--- config.mk ---
export PLATFORM = sky130hd
export DESIGN_NAME = brd_irl_ctrl
export DESIGN_NICKNAME = d
export VERILOG_FILES = /design/src/rtl/brd_irl_pkg.sv /design/src/rtl/brd_irl_encoder.sv /design/src/rtl/brd_irl_regs.sv /design/src/rtl/brd_irl_ctrl.sv
export SDC_FILE = /design/constraint.sdc
export NUM_CORES = 1
export LEC_CHECK = 0
export BUFFER_PORTS_ARGS = -buffer_cell sky130_fd_sc_hd__buf_4
export CORE_MARGIN = 4
export CORE_UTILIZATION = 30
export DETAILED_ROUTE_END_ITERATION = 8
export HOLD_SLACK_MARGIN = 0.1
export SETUP_SLACK_MARGIN = 0.4
export SLEW_MARGIN = 20
export SYNTH_ARGS = -nofsm -noshare
export SYNTH_HDL_FRONTEND = slang
export SYNTH_SLANG_ARGS = --single-unit
--- constraint.sdc ---
create_clock -name clk -period 1.9 [get_ports clk]
set_clock_uncertainty 0.15 [all_clocks]
set_input_delay 0.57 -clock clk [delete_from_list [all_inputs] [get_ports clk]]
set_output_delay 0.57 -clock clk [all_outputs]
set_load 0.03 [all_outputs]
--- src/rtl/brd_irl_pkg.sv ---
package brd_irl_pkg;

    localparam int NUM_SRC = 13;
    localparam int DATA_W  = 16;
    localparam int ADDR_W  = 6;
    localparam int LVL_W   = 4;

    localparam logic [LVL_W-1:0]  LVL_IDLE   = '1;
    localparam logic [DATA_W-1:0] VERSION_ID = 16'h0010;

    localparam logic [ADDR_W-1:0] OFS_MASK = 6'h00;
    localparam logic [ADDR_W-1:0] OFS_PWR  = 6'h30;
    localparam logic [ADDR_W-1:0] OFS_VER  = 6'h32;
    localparam logic [ADDR_W-1:0] OFS_GPO  = 6'h36;

    typedef enum logic [2:0] {
        SEL_NONE,
        SEL_MASK,
        SEL_PWR,
        SEL_VER,
        SEL_GPO
    } reg_sel_e;

    typedef struct packed {
        logic              wr;
        logic              rd;
        logic [ADDR_W-1:0] addr;
        logic [DATA_W-1:0] wdata;
    } bus_req_t;

    typedef struct packed {
        logic             hit;
        logic [LVL_W-1:0] lvl;
    } pick_t;

    // Mask/monitor bit position for the line of a given priority level.
    function automatic logic [3:0] src_bit(input int lvl);
        case (lvl)
            0:       return 4'd11;
            1:       return 4'd9;
            2:       return 4'd8;
            3:       return 4'd12;
            4:       return 4'd10;
            5:       return 4'd6;
            6:       return 4'd5;
            7:       return 4'd4;
            8:       return 4'd7;
            9:       return 4'd14;
            10:      return 4'd13;
            11:      return 4'd0;
            default: return 4'd15;
        endcase
    endfunction

    function automatic reg_sel_e decode(input logic [ADDR_W-1:0] a);
        case (a)
            OFS_MASK: return SEL_MASK;
            OFS_PWR:  return SEL_PWR;
            OFS_VER:  return SEL_VER;
            OFS_GPO:  return SEL_GPO;
            default:  return SEL_NONE;
        endcase
    endfunction

endpackage

--- src/rtl/brd_irl_encoder.sv ---
module brd_irl_encoder
    import brd_irl_pkg::*;
(
    input  logic                 clk,
    input  logic                 rst,
    input  logic [NUM_SRC-1:0]   irq_in,
    input  logic [DATA_W-1:0]    mask,
    output logic [LVL_W-1:0]     lvl_code
);

    logic [NUM_SRC-1:0] hit;
    pick_t              pick;
    logic [LVL_W-1:0]   code_d;

    // One gating term per source, each tied to its own mask bit.
    for (genvar g = 0; g < NUM_SRC; g++) begin : g_gate
        localparam logic [3:0] MB = src_bit(g);
        assign hit[g] = irq_in[g] & mask[MB];
    end

    // Scan from least to most urgent so the lowest level is kept last.
    always_comb begin
        pick = '{hit: 1'b0, lvl: LVL_IDLE};
        for (int i = NUM_SRC - 1; i >= 0; i--) begin
            if (hit[i]) begin
                pick.hit = 1'b1;
                pick.lvl = LVL_W'(i);
            end
        end
        code_d = pick.lvl ^ LVL_IDLE;
    end

    always_ff @(posedge clk) begin
        if (rst) lvl_code <= '0;
        else     lvl_code <= code_d;
    end


    idle_zero_chk: assert property (@(posedge clk) disable iff (rst)
        ($past(hit) == '0) |-> (lvl_code == '0));


    top_level_chk: assert property (@(posedge clk) disable iff (rst)
        $past(irq_in[0] & mask[src_bit(0)]) |-> (lvl_code == LVL_IDLE));


    code_cause_chk: assert property (@(posedge clk) disable iff (rst)
        (lvl_code != '0) |-> ($past(hit) != '0));

endmodule

--- src/rtl/brd_irl_regs.sv ---
module brd_irl_regs
    import brd_irl_pkg::*;
(
    input  logic              clk,
    input  logic              rst,
    input  bus_req_t          req,
    output logic [DATA_W-1:0] rd_data,
    output logic [DATA_W-1:0] mask_q,
    output logic [DATA_W-1:0] gpo_q,
    output logic              shutdown_req
);

    reg_sel_e          sel;
    logic [DATA_W-1:0] rd_mux;

    assign sel = decode(req.addr);

    always_comb begin
        case (sel)
            SEL_MASK: rd_mux = mask_q;
            SEL_VER:  rd_mux = VERSION_ID;
            SEL_GPO:  rd_mux = gpo_q;
            default:  rd_mux = '0;
        endcase
    end

    always_ff @(posedge clk) begin
        if (rst) begin
            mask_q       <= '0;
            gpo_q        <= '0;
            shutdown_req <= 1'b0;
            rd_data      <= '0;
        end else begin
            shutdown_req <= req.wr && (sel == SEL_PWR) && req.wdata[0];
            rd_data      <= req.rd ? rd_mux : '0;
            if (req.wr && sel == SEL_MASK) mask_q <= req.wdata;
            if (req.wr && sel == SEL_GPO)  gpo_q  <= req.wdata;
        end
    end


    shutdown_cause_chk: assert property (@(posedge clk) disable iff (rst)
        shutdown_req |-> $past(req.wr && req.addr == OFS_PWR && req.wdata[0]));


    version_read_chk: assert property (@(posedge clk) disable iff (rst)
        $past(req.rd && req.addr == OFS_VER) |-> (rd_data == VERSION_ID));


    gpo_hold_chk: assert property (@(posedge clk) disable iff (rst)
        !$past(req.wr && req.addr == OFS_GPO) |-> $stable(gpo_q));


    rd_idle_chk: assert property (@(posedge clk) disable iff (rst)
        !$past(req.rd) |-> (rd_data == '0));

endmodule

--- src/rtl/brd_irl_ctrl.sv ---
module brd_irl_ctrl
    import brd_irl_pkg::*;
(
    input  logic                clk,
    input  logic                rst,
    input  logic [12:0]         irq_in,
    input  logic [5:0]          addr,
    input  logic                wr_en,
    input  logic [15:0]         wr_data,
    input  logic                rd_en,
    output logic [15:0]         rd_data,
    output logic [3:0]          lvl_code,
    output logic [15:0]         gpo,
    output logic                shutdown_req
);

    bus_req_t          req;
    logic [DATA_W-1:0] mask_q;

    assign req = '{wr: wr_en, rd: rd_en, addr: addr, wdata: wr_data};

    brd_irl_regs i_regs (
        .clk          (clk),
        .rst          (rst),
        .req          (req),
        .rd_data      (rd_data),
        .mask_q       (mask_q),
        .gpo_q        (gpo),
        .shutdown_req (shutdown_req)
    );

    brd_irl_encoder i_enc (
        .clk      (clk),
        .rst      (rst),
        .irq_in   (irq_in),
        .mask     (mask_q),
        .lvl_code (lvl_code)
    );

endmodule

==> impl_metrics.yaml <==
power:
  total_power_mw: 2.10
  p_leak_nw: 1.30
  vdd_ir_drop_max_mv: 0.263
  power.density_nw_per_um2: 586
floorplan:
  pin_count: 76
  fp.dieW_microns: 91.1
  core-area_sq_um: 6760
  die_h_microns: 91.1
  dieArea_sq_um: 8300
  initial_utilization: 0.307
  row_count: 30
cells_and_area:
  fin_area_sq_um: 3570
  num-nets-final: 377
  n_fill_cell: 615
  layoutNonFillerInstCount: 419
  layout-drive-gt1-share: 0.608
  diodes: 0
  fin_util: 0.529
  area.growth.synth_to_final_pct: 72.5
timing:
  final.setup.tns_ns: 0
  setup_viol: 0
  finalCritPeriodShare: 0.807
  worstMarginPinSlew_ns: 0.347
  period_needed_ns: 1.53
  clock.fmax_mhz: 652
  max_slew_margin: 0.769
  hold_viol_final: 0
  rsz0062_at_grt: "yes"
  finalMaxSlewViolations: 0
drt:
  drt_iter0_drc: 98
  antenna_left: 0
  wl_met1_mm: 2.86
  routed.top_layer: "met4"
  wl_mm: 6.92
  wl_met2_mm: 3.58
  first_pass_iters: 4
  vias: 2186
  detail_route.vias_per_cell: 5.22
  drc: 0
  wl_per_cell_microns: 16.5
  wl_met3_microns: 387
critical_path:
  crit_fanout: 3
  cp.required_ns: 1.18
  critical_path_arrival_ns: 0.81
  crit_path_end_kind: "output port"
  startpoint_type: "flip-flop"
  path_class: "flip-flop to output port"
  cpLargestDelayFamily: "flip-flops"
  path_cells: "buf_6"
  critPathBufInv: 1
  slowest_delay_ns: 0.37
  slowest_stage: "dfxtp_2"
logic_synthesis:
  syn_nets: 285
  ys_seq_elements: 53
  syn_area_sq_um: 2070
  syn_inst: 246
  syn_area_per_cell_sq_um: 8.42
  ys_types: 28
  yosysWarningCount: 0
  synth_seq_area_share: 0.512
global_route:
  grt_max_degree: 32
  grt_pass1_wl_mm: 10.7
  grt_antenna_before_repair: 0
  grt-ovfl-total: 0
  grt_pass1_vias: 2162
  track_usage: 0.158
clock_network:
  cts.sinks: 53
  numCtsBuffers: 5
  htree_levels: 2
  cts_tree: "yes"
  cts_buffer_depth: 2
  hold_buffers: 0
  path_clk_slew_ns: 0.10
  clock_latency_ns: 0.31
  root_buffer: "clkbuf_8"
place:
  place_hpwl_mm: 4.53
  port_buffers: 75
  place_inst: 392
  gp_routability_congestion: 0.817
  placed_area_sq_um: 2790
job:
  maxCapViolCount: 0
min_path:
  hold_path_class: "flip-flop to flip-flop"
run_status:
  status: "complete, no violations"
## cell usage after synthesis (all sizes together)
| master | count | area, sq um |
|---|---|---|
| and3 | 2 | 12.5 |
| a21oi | 34 | 170 |
| a22o | 2 | 17.5 |
| a211oi | 1 | 7.51 |
| o211ai | 1 | 7.51 |
| mux2i | 1 | 10.0 |
| nand2 | 44 | 165 |
| nor4 | 1 | 21.3 |
| o22ai | 1 | 6.26 |
| nor3 | 1 | 5.00 |
| a32oi | 2 | 17.5 |
| a31oi | 2 | 12.5 |
| dfxtp | 53 | 1060 |
| clkbuf | 6 | 22.5 |
| a22oi | 19 | 143 |
| nand4 | 2 | 12.5 |
| a311o | 1 | 10.0 |
| a32o | 1 | 10.0 |
| and2 | 1 | 6.26 |
| nor2 | 21 | 78.8 |
| buf | 13 | 85.1 |
| and4 | 1 | 8.76 |
| o21ai | 1 | 5.00 |
| nand3 | 34 | 170 |
| nand2b | 1 | 6.26 |
## worst reg2reg max path, stage by stage (launching register included)
cell,delay [ns]
dfxtp_2,0.36
nand2_1,0.12
a32o_1,0.28
a211oi_1,0.26
o22ai_1,0.15
## what timing repair did
item	in CTS	in global routing
pin swaps	2	28
cloned	1	2
buffers inserted	15	1
endpoints found under the setup margin	63	66
resized for setup	74	67
## layout by cell type, fill, tap and decap left out, drive strengths merged, types with 8 or more instances in the layout
master    n
a21oi    34
a22oi    19
buf     102
clkbuf    8
dfxtp    53
nand2    44
nand3    34
nor2     21
## stage by stage
stage	setup slack, ns	hold slack, ns
6_report	0.366	0.326
5_1_grt	0.327	0.339
4_1_cts	0.353	0.318
3_5_place_dp	-0.00624	0.305
3_3_place_gp	0.0378	0.294
2_1_floorplan	0.237	0.286
## report_power, final
group	leakage, nW	internal [mW]	switching [mW]
Combinational	0.793	0.0815	0.0934
Sequential	0.446	1.11	0.00343
Clock	0.0574	0.429	0.376
## sequential cells by signal, indices dropped and copies added, names as in the netlist
name / flops
i_regs.gpo_q: 16
i_regs.mask_q: 16
i_regs.rd_data: 16
i_enc.lvl_code: 4
i_regs.shutdown_req: 1
## path summary, 6_finish.rpt
kind	startpoint	endpoint	slack [ns]	cells after the start
worst max-delay path	i_regs.gpo_q[6]	gpo[6]	0.37	1
worst min-delay path	i_regs.gpo_q[1]	i_regs.gpo_q[1]	0.33	2
worst max register to register	i_regs.mask_q[0]	i_enc.lvl_code[0]	0.46	4
worst min register to register	i_regs.gpo_q[1]	i_regs.gpo_q[1]	0.33	2
## cell type report
type	count	area [sq um]	area share
clock buffer	6	82.6	0.0231
multi-input combinational	174	1200	0.336
clock inverter	2	37.5	0.0105
timing repair buffer	104	1040	0.292
sequential	53	1110	0.310
tap	80	100	0.0280
## cell families (layout without fill, tap and decap cells)
family                 count (synthesis)  after routing  synth area share
AOI/OAI and AO/OA                     65             65             0.196
buffers and inverters                 19            112            0.0519
DFF                                   53             53             0.512
muxes                                  1              1           0.00483
and+or+nand+nor                      108            108             0.235
## layer usage
metal,vias up,global-route usage
met3,9,0.0290
met1,1062,0.196
li1,1055,-
met2,60,0.269
met4,0,0.0628
met5,-,0
(Power assumes the default switching activity.)
